[config.mk]
export PLATFORM = sky130hd
export DESIGN_NAME = xcomp_top
export DESIGN_NICKNAME = d
export VERILOG_FILES = /design/src/rtl/xcomp_pkg.sv /design/src/rtl/xcomp_ctrl.sv /design/src/rtl/xcomp_datapath.sv /design/src/rtl/xcomp_top.sv
export SDC_FILE = /design/constraint.sdc
export NUM_CORES = 1
export LEC_CHECK = 0
export BUFFER_PORTS_ARGS = -buffer_cell sky130_fd_sc_hd__buf_2
export CAP_MARGIN = 30
export CORE_AREA = 8 8 51 84
export CTS_CLUSTER_SIZE = 20
export DETAILED_ROUTE_END_ITERATION = 7
export DIE_AREA = 0 0 59 92
export PLACE_DENSITY = 0.68
export SYNTH_ARGS = -nofsm -noshare
export SYNTH_HDL_FRONTEND = slang
export SYNTH_HIERARCHICAL = 1
export SYNTH_SLANG_ARGS = --single-unit
[constraint.sdc]
create_clock -name clk -period 1.68 [get_ports clk]
set_clock_uncertainty 0.05 [all_clocks]
set_input_delay 0.252 -clock clk [delete_from_list [all_inputs] [get_ports clk]]
set_output_delay 0.252 -clock clk [all_outputs]
set_load 0.005 [all_outputs]
[src/rtl/xcomp_pkg.sv]
package xcomp_pkg;

  localparam int MAX_BITS = 4096;

  typedef struct packed {
    logic compare;
    logic clearFail;
  } ctlStrobes_t;

  // Row r holds the r-th 3-subset of columns in lexicographic order.
  function automatic logic [MAX_BITS-1:0] genMatrix(int nRows, int nCols);
    logic [MAX_BITS-1:0] mat;
    int r;
    mat = '0;
    r = 0;
    for (int a = 0; a < nCols; a++)
      for (int b = a + 1; b < nCols; b++)
        for (int c = b + 1; c < nCols; c++) begin
          if (r < nRows) begin
            mat[r*nCols + a] = 1'b1;
            mat[r*nCols + b] = 1'b1;
            mat[r*nCols + c] = 1'b1;
          end
          r++;
        end
    return mat;
  endfunction

  // Rows must be nonzero, odd weight and pairwise distinct.
  function automatic bit matrixOk(logic [MAX_BITS-1:0] mat, int nRows, int nCols);
    bit ok;
    ok = 1'b1;
    for (int r = 0; r < nRows; r++) begin
      int weight;
      weight = 0;
      for (int c = 0; c < nCols; c++) weight += int'(mat[r*nCols + c]);
      if (weight == 0 || (weight % 2) == 0) ok = 1'b0;
      for (int s = r + 1; s < nRows; s++) begin
        bit same;
        same = 1'b1;
        for (int c = 0; c < nCols; c++)
          if (mat[r*nCols + c] != mat[s*nCols + c]) same = 1'b0;
        if (same) ok = 1'b0;
      end
    end
    return ok;
  endfunction

endpackage

[src/rtl/xcomp_ctrl.sv]
module xcomp_ctrl (
  input  logic                    cycleValid,
  input  logic                    clear,
  output xcomp_pkg::ctlStrobes_t  strobes
);

  always_comb begin
    strobes.compare   = cycleValid;
    strobes.clearFail = clear;
  end

endmodule

[src/rtl/xcomp_datapath.sv]
module xcomp_datapath #(
  parameter int NUM_CHAINS = 12,
  parameter int NUM_OUTS   = 6,
  parameter logic [NUM_CHAINS*NUM_OUTS-1:0] XC_MATRIX = '0
) (
  input  logic                   clk,
  input  logic                   rstN,
  input  xcomp_pkg::ctlStrobes_t strobes,
  input  logic [NUM_CHAINS-1:0]  chainData,
  input  logic [NUM_CHAINS-1:0]  chainX,
  input  logic [NUM_CHAINS-1:0]  expData,
  output logic [NUM_OUTS-1:0]    compData,
  output logic [NUM_OUTS-1:0]    compX,
  output logic [NUM_OUTS-1:0]    misMatch,
  output logic                   failSticky
);

  logic [NUM_OUTS-1:0] expComp;
  logic [NUM_OUTS-1:0] cmpHit;
  logic                anyHit;

  for (genvar j = 0; j < NUM_OUTS; j++) begin : g_col
    always_comb begin
      compData[j] = 1'b0;
      compX[j]    = 1'b0;
      expComp[j]  = 1'b0;
      for (int i = 0; i < NUM_CHAINS; i++) begin
        if (XC_MATRIX[i*NUM_OUTS + j]) begin
          compData[j] = compData[j] ^ chainData[i];
          expComp[j]  = expComp[j] ^ expData[i];
          compX[j]    = compX[j] | chainX[i];
        end
      end
    end
  end

  always_comb begin
    cmpHit = strobes.compare ? ((compData ^ expComp) & ~compX) : '0;
    anyHit = |cmpHit;
  end

  always_ff @(posedge clk or negedge rstN) begin
    if (!rstN) begin
      misMatch   <= '0;
      failSticky <= 1'b0;
    end else begin
      misMatch   <= cmpHit;
      failSticky <= (failSticky & ~strobes.clearFail) | anyHit;
    end
  end

endmodule

[src/rtl/xcomp_top.sv]
module xcomp_top #(
  parameter int NUM_CHAINS = 12,
  parameter int NUM_OUTS   = 6,
  parameter logic [NUM_CHAINS*NUM_OUTS-1:0] XC_MATRIX =
    (NUM_CHAINS*NUM_OUTS)'(xcomp_pkg::genMatrix(NUM_CHAINS, NUM_OUTS))
) (
  input  logic                  clk,
  input  logic                  rstN,
  input  logic                  clear,
  input  logic                  cycleValid,
  input  logic [NUM_CHAINS-1:0] chainData,
  input  logic [NUM_CHAINS-1:0] chainX,
  input  logic [NUM_CHAINS-1:0] expData,
  output logic [NUM_OUTS-1:0]   compData,
  output logic [NUM_OUTS-1:0]   compX,
  output logic [NUM_OUTS-1:0]   misMatch,
  output logic                  failSticky
);

  localparam int MAT_BITS = NUM_CHAINS * NUM_OUTS;
  localparam bit MAT_OK =
    xcomp_pkg::matrixOk(xcomp_pkg::MAX_BITS'(XC_MATRIX), NUM_CHAINS, NUM_OUTS);

  if (MAT_BITS > xcomp_pkg::MAX_BITS || !MAT_OK) begin : g_badMatrix
    $error("xcomp_top: matrix has a zero, even-weight or repeated row");
  end

  xcomp_pkg::ctlStrobes_t strobes;

  xcomp_ctrl ctrl_i (
    .cycleValid (cycleValid),
    .clear      (clear),
    .strobes    (strobes)
  );

  xcomp_datapath #(
    .NUM_CHAINS (NUM_CHAINS),
    .NUM_OUTS   (NUM_OUTS),
    .XC_MATRIX  (XC_MATRIX)
  ) dp_i (
    .clk        (clk),
    .rstN       (rstN),
    .strobes    (strobes),
    .chainData  (chainData),
    .chainX     (chainX),
    .expData    (expData),
    .compData   (compData),
    .compX      (compX),
    .misMatch   (misMatch),
    .failSticky (failSticky)
  );

endmodule

## Word level (Yosys, flattened, before mapping)

Cells that the tools add are included.

- Flip-flop bits (word level): 7
- Input bits: 40
- Word-level logic and storage cells: 91

- Multiplexer cells: 1
- Bitwise operators: 87
- Reduce and logical (&&, ||, !) cells: 1

Operators with widths:

| cell | count |
|---|---|
| $xor A1 B1 Y1 | 54 |
| $or A1 B1 Y1 | 28 |
| $and A6 B6 Y6 | 1 |
| $mux W6 | 1 |
| $not A6 Y6 | 1 |
| $reduce_or A6 Y1 | 1 |
| $xor A6 B6 Y6 | 1 |
| $and A1 B1 Y1 | 1 |
| $not A1 Y1 | 1 |

## Logic depth before layout (Yosys ltp)

- Depth in word-level cells: 14
- Mapped depth: 6
- Mapped depth without buffers: 6

## Cells and area by module

Netlist, hierarchy kept.

By module, submodules not included:

| module | instances | cells an instance | area an instance (µm²) |
|---|---|---|---|
| xcomp_datapath | 1 | 76 | 875.8 |
| xcomp_ctrl | 1 | 2 | 15.0 |

## Worst setup path before layout

No wires, ideal clock.

- Path kind: input to register
- Start: in chainData[5]
- End: reg dp_i.failSticky
- Arrival: 2128 ps
- Required time: 1491 ps
- Slack: -636 ps
- Stages on the path: 6
- Buffers on the path: 0
- Path through: xor2_1 xnor3_1 xnor2_1 nor3b_1 or4_1 or4_1

- Elaborated cells on any way between the ends: 18
- Classes of those cells: mux (1); bitwise (16); reduce/logical (1)

RTL lines:

| item | line | text |
|---|---|---|
| start: declaration | xcomp_top.sv:11 | `input logic [NUM_CHAINS-1:0] chainData,` |
| $xor A1 B1 Y1 (4 in series) | xcomp_datapath.sv:29 | `compData[j] = compData[j] ^ chainData[i];` |
| $xor A6 B6 Y6 | xcomp_datapath.sv:38 | `cmpHit = strobes.compare ? ((compData ^ expComp) & ~compX) : '0;` |
| $and A6 B6 Y6 | xcomp_datapath.sv:38 |  |
| $mux W6 | xcomp_datapath.sv:38 |  |
| named net dp_i.cmpHit[2] | xcomp_datapath.sv:19 | `logic [NUM_OUTS-1:0] cmpHit;` |
| $reduce_or A6 Y1 | xcomp_datapath.sv:39 | `anyHit = \|cmpHit;` |
| $or A1 B1 Y1 | xcomp_datapath.sv:48 | `failSticky <= (failSticky & ~strobes.clearFail) \| anyHit;` |
| end signal: assignment | xcomp_datapath.sv:48 |  |
| end: declaration | xcomp_datapath.sv:15 | `output logic failSticky` |

The timed path passes the listed nets, and every way through them passes these cells.

## Final worst setup path

- Start: in chainData[6]
- End: reg dp_i.failSticky

- Elaborated cells on any way between the ends: 15
- Classes of those cells: mux (1); bitwise (13); reduce/logical (1)

RTL lines:

| item | line |
|---|---|
| $xor A1 B1 Y1 (3 in series) | xcomp_datapath.sv:29 |
| $xor A6 B6 Y6 | xcomp_datapath.sv:38 |
| $and A6 B6 Y6 | xcomp_datapath.sv:38 |
| $mux W6 | xcomp_datapath.sv:38 |
| named net dp_i.cmpHit[2] | xcomp_datapath.sv:19 |
| $reduce_or A6 Y1 | xcomp_datapath.sv:39 |
| $or A1 B1 Y1 | xcomp_datapath.sv:48 |

The timed path passes the listed nets, and every way through them passes these cells.

==> results.toml <==
[critical_path]
rrSetupSlack_ns = 0.53
cp_data_required_time_ns = 1.72
start_kind = "input pin"
criticalPathCategory = "in -> reg"
path_max_fanout = 2
worstReg2RegStart = "dp_i/failSticky$_DFF_PN0_"
r2r_end = "dp_i/failSticky$_DFF_PN0_"
arrival_ns = 2.19
reg2reg_depth = 2
end_kind = "flip-flop"

[placement]
numPortBuffers = 58
preCtsSetupSlack_ns = -0.7323
dp_hpwl_mm = 2.696
place.gp.congestion = 0.8170

[logic_synthesis]
synth-main-ff-cell = "dfrtp_1"
synth_top_area_frac = 0.2275
yosysTopAreaCell = "xnor3_1"
synthCells = 78
yosys_warnings = 6
synth-async-reset-ratio = 1.000
synth.net_count = 118
syn_area_um2 = 890.9
synth.area.top_cells = "xnor3_1, xnor2_1, dfrtp_1, xor2_1, xnor2_2"
synth.avg_cell_area_um2 = 11.42
ys_seq_area_frac = 0.1966
yosysMostFrequentCell = "xnor2_1"
synth_cell_types = 21
synth-edff-count = 0
netlist_top_cells_count = "xnor2_1, xnor3_1, xor2_1, dfrtp_1, inv_1"
synth-seq-cells = 7

[cells_and_area]
fin_nets = 203
diodes = 0
drive_gt1_frac = 0.6728
multi_input_area_um2 = 850.8
final_util = 0.5209
num-fill-cells = 294
syn2layout_area_growth_pct = 81.74
regArea_um2 = 175.2

[clocking]
cts_tree = "yes"
insertion_delay_ns = 0.22
cts.sinks = 7
cts-htree-levels = 1
cts.root.buffer_cell = "clkbuf_8"
clock_path_buffers = 2
numCtsBuffers = 3
clkTransAtPathRegs_ns = 0.04

[routing]
drcViolationCount = 0
wl_met1_um = 848
ant_nets = 0
highest_layer = "met4"
vias = 902
first_iter_violations = 17
routed_wl_mm = 3.102
met2WireLength_mm = 1.946
wl_per_cell_um = 15.13
viasPerCell = 4.400
firstDrtPassIters = 4
route.met3.wl_um = 285

[flow_run]
maxCapViolations = 0

[floorplanning]
core-area_um2 = 3108
start_util = 0.2866
io_pins = 59
die_x_um = 59
fp.dieH_um = 92
rows = 27
die_area_um2 = 5428

[sta]
worst_pin_slew_ns = 0.3218
hold_viol_final = 0
setup_violations = 2
period_share = 1.279
slew_viol_final = 0
worst_slack_ns = -0.4685
rsz0062_at_grt = "true"
max_slew_margin = 0.7839
period_needed_ns = 2.148
timing.setup.tns_ns = -0.6025
max_freq_ghz = 0.4654

[min_path]
hold_class = "in -> reg"
hold_path_depth = 3
min-delay-start = "chainX[11]"
min_delay_worst_endpoint = "dp_i/misMatch[4]$_DFF_PN0_"

[global_routing]
grt_pass1_wl_mm = 4.836
grt_usage = 0.1176
grt_max_degree = 8
grt_overflow_total = 0
antenna_found_initial = 0
grt_pass1_vias = 1117

[power]
power_w = 0.001074
vdd_ir_drop_max_mv = 0.3105
leakage_nw = 0.8619
pwr_density_cell_nw_per_um2 = 663.1

[run_status]
violations = "setup timing"
status = "complete, but fails checks"
layer usage:
metal / up-vias / GRT usage
met2: 48 / 0.2372
met5: - / 0
met1: 420 / 0.09249
met4: 0 / 0.04819
met3: 2 / 0.04196
li1: 432 / -
registers in the layout (all words and copies together), names as in the netlist:
signal and cells:
dp_i/failSticky 1, dp_i/misMatch 6
cell type report:
cell class	count	area share
tap	43	0.03323
multi-input combinational	65	0.5255
inverter	4	0.009274
timing repair buffer	82	0.2960
clock buffer	4	0.02782
sequential	7	0.1082
how the worst max path moves through the flow:
stage	startpoint	cells past startpoint	to	slack, ns
global placement	chainData[0]	7	dp_i/failSticky$_DFF_PN0_	-0.69
floorplan	expData[11]	6	dp_i/failSticky$_DFF_PN0_	-0.47
CTS	chainData[11]	7	dp_i/failSticky$_DFF_PN0_	-0.46
detailed placement	chainData[0]	7	dp_i/failSticky$_DFF_PN0_	-0.73
global route	chainData[6]	7	dp_i/failSticky$_DFF_PN0_	-0.54
finish	chainData[6]	7	dp_i/failSticky$_DFF_PN0_	-0.47
layout by cell type (no fill, tap or decap), types with 3 or more instances in the layout:
cell and instances:
xnor3_2 3, xnor2_1 13, clkbuf_8 3, xnor3_1 7, inv_1 4, nor2_1 3
xor2_1 6, dfrtp_1 7, buf_4 23, xnor2_2 10, buf_2 57
per-stage QoR:
stage                     instances  hold WS [ns]  area [µm²]
final                           205        0.2921        1619
after global routing            205        0.2859        1619
after CTS                       205        0.2833        1554
after detailed placement        200       0.03483        1459
after global placement          200       0.03276        1459
after floorplan                  78      -0.09359       957.2
report_power, final:
group          leakage (nW)  switching [W]  internal [W]
combinational         0.742       0.000252      0.000417
sequential           0.0974     0.00000189      0.000174
clock                0.0228      0.0000651      0.000163
cell families (layout without fill, tap and decap cells):
group                  count (synthesis)  after routing  synth area share
XOR/XNOR                              44             44            0.6222
buffers and inverters                  6             90           0.03370
flip-flops                             7              7            0.1966
AND/OR/NAND/NOR                       21             21            0.1475
critical path, cell delays in order:
cell and delay [ns]:
buf_2 0.13, xnor2_2 0.16, xnor3_2 0.48, xnor2_2 0.15, nor3b_1 0.15, or4_1 0.47, or4_1 0.40
repair_timing:
item,4_1_cts,5_1_grt
endpoints found under the setup margin,4,6
pin swaps,2,5
resized for setup,8,10
hold endpoints to repair,7,0
setup buffers,0,0
hold buffers,1,0
(Power assumes the default switching activity.)
